**src/rtl/quad_glitch_filter.sv**
```systemverilog
module quad_glitch_filter #(
  parameter int LEN_W    = 3,
  parameter int BASE_LEN = 5
) (
  input  logic             clk,
  input  logic             rst_n,
  input  logic             s0_raw,
  input  logic             s1_raw,
  input  logic             filt_en,
  input  logic [LEN_W-1:0] len_code,
  input  logic             flutter_en,
  output logic             s0_out,
  output logic             s1_out
);
  localparam int MAX_LEN = (1 << LEN_W) - 1 + BASE_LEN;
  localparam int CNT_W   = $clog2(MAX_LEN + 1);
  localparam logic [1:0] NO_MOVER = 2'd2;

  logic [1:0] raw, meta, sync, acc, out_q, mv;
  logic [1:0] last;
  logic [CNT_W-1:0] limit;

  assign raw   = {s1_raw, s0_raw};
  assign limit = CNT_W'(len_code) + CNT_W'(BASE_LEN - 1);

  always_ff @(posedge clk or negedge rst_n) begin
    if (!rst_n) begin
      meta <= '0;
      sync <= '0;
    end else begin
      meta <= raw;
      sync <= meta;
    end
  end

  for (genvar i = 0; i < 2; i++) begin : g_ch
    logic [CNT_W-1:0] cnt;
    logic             level;

    always_ff @(posedge clk or negedge rst_n) begin
      if (!rst_n) begin
        cnt   <= '0;
        level <= 1'b0;
      end else if (!filt_en) begin
        cnt   <= '0;
        level <= sync[i];
      end else if (sync[i] == level) begin
        cnt <= '0;
      end else if (cnt == limit) begin
        cnt   <= '0;
        level <= sync[i];
      end else begin
        cnt <= cnt + 1'b1;
      end
    end

    assign acc[i] = level;
    assign mv[i]  = (acc[i] ^ out_q[i]) & (!flutter_en || last != 2'(i));
  end

  always_ff @(posedge clk or negedge rst_n) begin
    if (!rst_n) begin
      out_q <= '0;
      last  <= NO_MOVER;
    end else begin
      out_q <= out_q ^ mv;
      case (mv)
        2'b01:   last <= 2'd0;
        2'b10:   last <= 2'd1;
        2'b11:   last <= NO_MOVER;
        default: last <= last;
      endcase
    end
  end

  assign s0_out = out_q[0];
  assign s1_out = out_q[1];
endmodule

```
**config.mk**
```make
export PLATFORM = sky130hd
export DESIGN_NAME = quad_glitch_filter
export DESIGN_NICKNAME = d
export VERILOG_FILES = /design/src/rtl/quad_glitch_filter.sv
export SDC_FILE = /design/constraint.sdc
export NUM_CORES = 1
export LEC_CHECK = 0
export BUFFER_PORTS_ARGS = -buffer_cell sky130_fd_sc_hd__buf_2
export CELL_PAD_IN_SITES_DETAIL_PLACEMENT = 0
export CELL_PAD_IN_SITES_GLOBAL_PLACEMENT = 1
export CORE_ASPECT_RATIO = 1.25
export CORE_MARGIN = 2
export CORE_UTILIZATION = 30
export CTS_CLUSTER_DIAMETER = 120
export DETAILED_ROUTE_END_ITERATION = 16
export GPL_TIMING_DRIVEN = 0
export MAX_ROUTING_LAYER = met4
export PLACE_DENSITY_LB_ADDON = 0.1
export RECOVER_POWER = 100
export SYNTH_ARGS = -nofsm -noshare
export SYNTH_HDL_FRONTEND = slang
export SYNTH_SLANG_ARGS = --single-unit
```
**constraint.sdc**
```tcl
create_clock -name clk -period 2.1 [get_ports clk]
set_input_delay 0.105 -clock clk [delete_from_list [all_inputs] [get_ports clk]]
set_output_delay 0.105 -clock clk [all_outputs]
set_load 0.01 [all_outputs]
```
==> metrics.md <==
| Metric | Value |
|---|---|
| Status | complete, no violations |
| Worst slew pin tran | slightly below 1 ns |
| Initial Utilization | 0.322 |
| Arr. time, crit path | 1.52 ns |
| Worst hold endpoint | g_ch[1].level |
| Via Count | between 500 and 600 |
| Drt total wl | 1.26 mm |
| Overflow left after global routing | 0 |
| Final ANT Viol Nets | 0 |
| Total Die Area | 3090 µm² |
| DIE WIDTH | between 50 and 60 µm |
| Setup crit start | g_ch[0].cnt[2] |
| Critical Path RT | 2.28 ns |
| Startpoint Class | flop |
| Synth top area cells | dfrtp_1, xnor2_1, xor2_1, nor2_1, mux2_4 |
| Antenna violations before repair | 0 |
| Total GRT Usage | 0.103 |
| Clk buf depth | 2 |
| Maximum clock rate | 747 MHz |
| Hold_sp | filt_en |
| Skew-Pair Late Insertion Delay | 0.29 ns |
| Synth Net Count | 77 |
| Port-buffer cells | 10 |
| Placement Setup Slack | roughly 0.83 ns |
| P per Cell Area | 843 nW/µm² |
| Cell variety after synth | 18 |
| # setup viols final | 0 |
| Most frequent cells in the layout | dfrtp_1, nor2_1, xnor2_1, buf_2, nand3_1 |
| Area leader, netlist | dfrtp_1 |
| Relative slew slack | 0.341 |
| Iter 0 DRT Violations | 5 |
| Register area share after synthesis | 0.566 |
| Largest net degree at the start of global routing | 19 |
| Cell area after synthesis | 798 µm² |
| Via density | 4.35 |
| CP Class | reg2reg |
| Yosys top cell area share | 0.533 |
| Number of top-level pins | 11 |
| Synth Warn # | 0 |
| Share of layout cells above drive strength 1 | 0.181 |
| Worst min path class | in2reg |
| Worst Slack Setup Final | 0.761 ns |
| Max Cap Viol | 0 |
| Setup Fix Bufs, Post-CTS | 0 |
| Drt wl/cell | 10.9 µm |
| Leakage | 0.420 nW |
| Tcrit/Tclk final | 0.638 |
| Number of global-route vias before repair | roughly 490 |
| Max-slew violation count | 0 |
| Setup total negative slack | 0 ns |
| Global-route wire length before repair | 2.16 mm |
| FF+latch count, synth | 18 |
| Ant diodes | 0 |
| CTS H-Tree Depth | 1 |
| Layout area overhead | 17.7% |
| RR Endpoint | g_ch[0].level |
| Worst-path clk slew | 0.10 ns |
| CTS tree | yes |
| Post-CTS Hold Buffers | 3 |
| CP Capture Type | flop |
| Clock sinks | 18 |
| DRC | 0 |
| # resized after CTS | 0 |
| Clock Tree Root | clkbuf_4 |
| GP Congestion | 0.651 |
| Detailed Place HPWL | about 940 µm |
| Die Ht | 61.7 µm |
| Final min period | roughly 1.3 ns |
| Final Hold Vio Count | 0 |
| WHS Path Cells | 3 |
| Syn avg cell area | 12.1 µm² |
| Reg2reg start | g_ch[0].cnt[2] |
| Final Core Density | 0.379 |
| Number of buffers created by CTS | 3 |
| FP Rows | 20 |
| CP Max Fanout | 4 |
| Worst R2R Path Depth | 4 |
| Internal reg-to-reg setup slack | 0.76 ns |
| Pre-Repair DR Iteration Count | 4 |
| Final Skew | 0.00234 ns |
| RSZ-0062 raised after global routing | no |
| Final net count | 95 |
| Core area | roughly 2500 µm² |
| Worst VDD drop | approximately 0.00042 V |
| Most common cell after layout, fill and taps aside | dfrtp_1 |
| Cells after Synth | 66 |
area by class of cell:
type	count	area [µm²]
Inverter	3	11.3
Timing Repair Buffer	13	76.3
Tap cell	33	41.3
Multi-Input combinational cell	45	323
Sequential cell	18	452
Fill cell	267	1540
Clock buffer	4	36.3
layer usage:
metal | global-route usage | vias to the layer above | share of wire
met3 | 0.0291 | 4 | 0.040
met1 | 0.121 | 236 | 0.47
met5 | - | - | 0
met2 | 0.147 | 12 | 0.46
met4 | 0.0833 | 0 | 0.027
li1 | - | 253 | -
power by group:
group          switching [W]  internal [W]
clock               0.000109      0.000106
combinational      0.0000765     0.0000708
sequential         0.0000328      0.000398
how the worst max path moves through the flow:
| stage | to | slack (ns) | cells after the start |
|---|---|---|---|
| 4_1_cts | g_ch[0].level | 0.80 | 4 |
| 5_1_grt | g_ch[0].level | 0.68 | 4 |
| 6_report | g_ch[0].level | 0.76 | 4 |
| 3_3_place_gp | g_ch[0].level | 0.83 | 4 |
| 2_1_floorplan | g_ch[1].level | 0.90 | 4 |
| 3_5_place_dp | g_ch[0].level | 0.83 | 4 |
synthesized netlist by cell type, drive strengths merged:
cell type / instances
and3b: 2
o211ai: 2
nor2: 9
dfrtp: 17
inv: 3
nand2: 3
and2: 1
mux2: 4
xor2: 4
nor2b: 1
nand3: 5
a21oi: 1
xnor2: 8
o31ai: 1
ha: 2
dfstp: 1
nor3b: 2
critical path, stage by stage, from the launching register on:
cell and delay [ns]:
dfrtp_1 0.41, and3b_1 0.19, o211ai_1 0.22, nand2_1 0.10, mux2_1 0.31
cell families after synthesis:
logic type	count (synthesis)	share of synthesized area
AOI/OAI and AO/OA	4	0.0470
xor gates and xnor gates	12	0.132
adders and majority gates	2	0.0313
buffers and inverters	3	0.0141
DFF	18	0.566
muxes	4	0.0658
and+or+nand+nor	23	0.144
per-stage QoR:
| step | power (W) | area [µm²] | hold slack, ns | std cells |
|---|---|---|---|---|
| after global routing | 0.000852 | 940 | 0.154 | 116 |
| after floorplan | 0.000542 | 798 | -0.191 | 66 |
| after detailed placement | 0.000593 | 890 | 0.0651 | 109 |
| after CTS | 0.000813 | 956 | 0.158 | 116 |
| after global placement | 0.000589 | 890 | 0.0638 | 109 |
| final | 0.000792 | 940 | 0.161 | 116 |
Power figures use the tool's default switching activity.
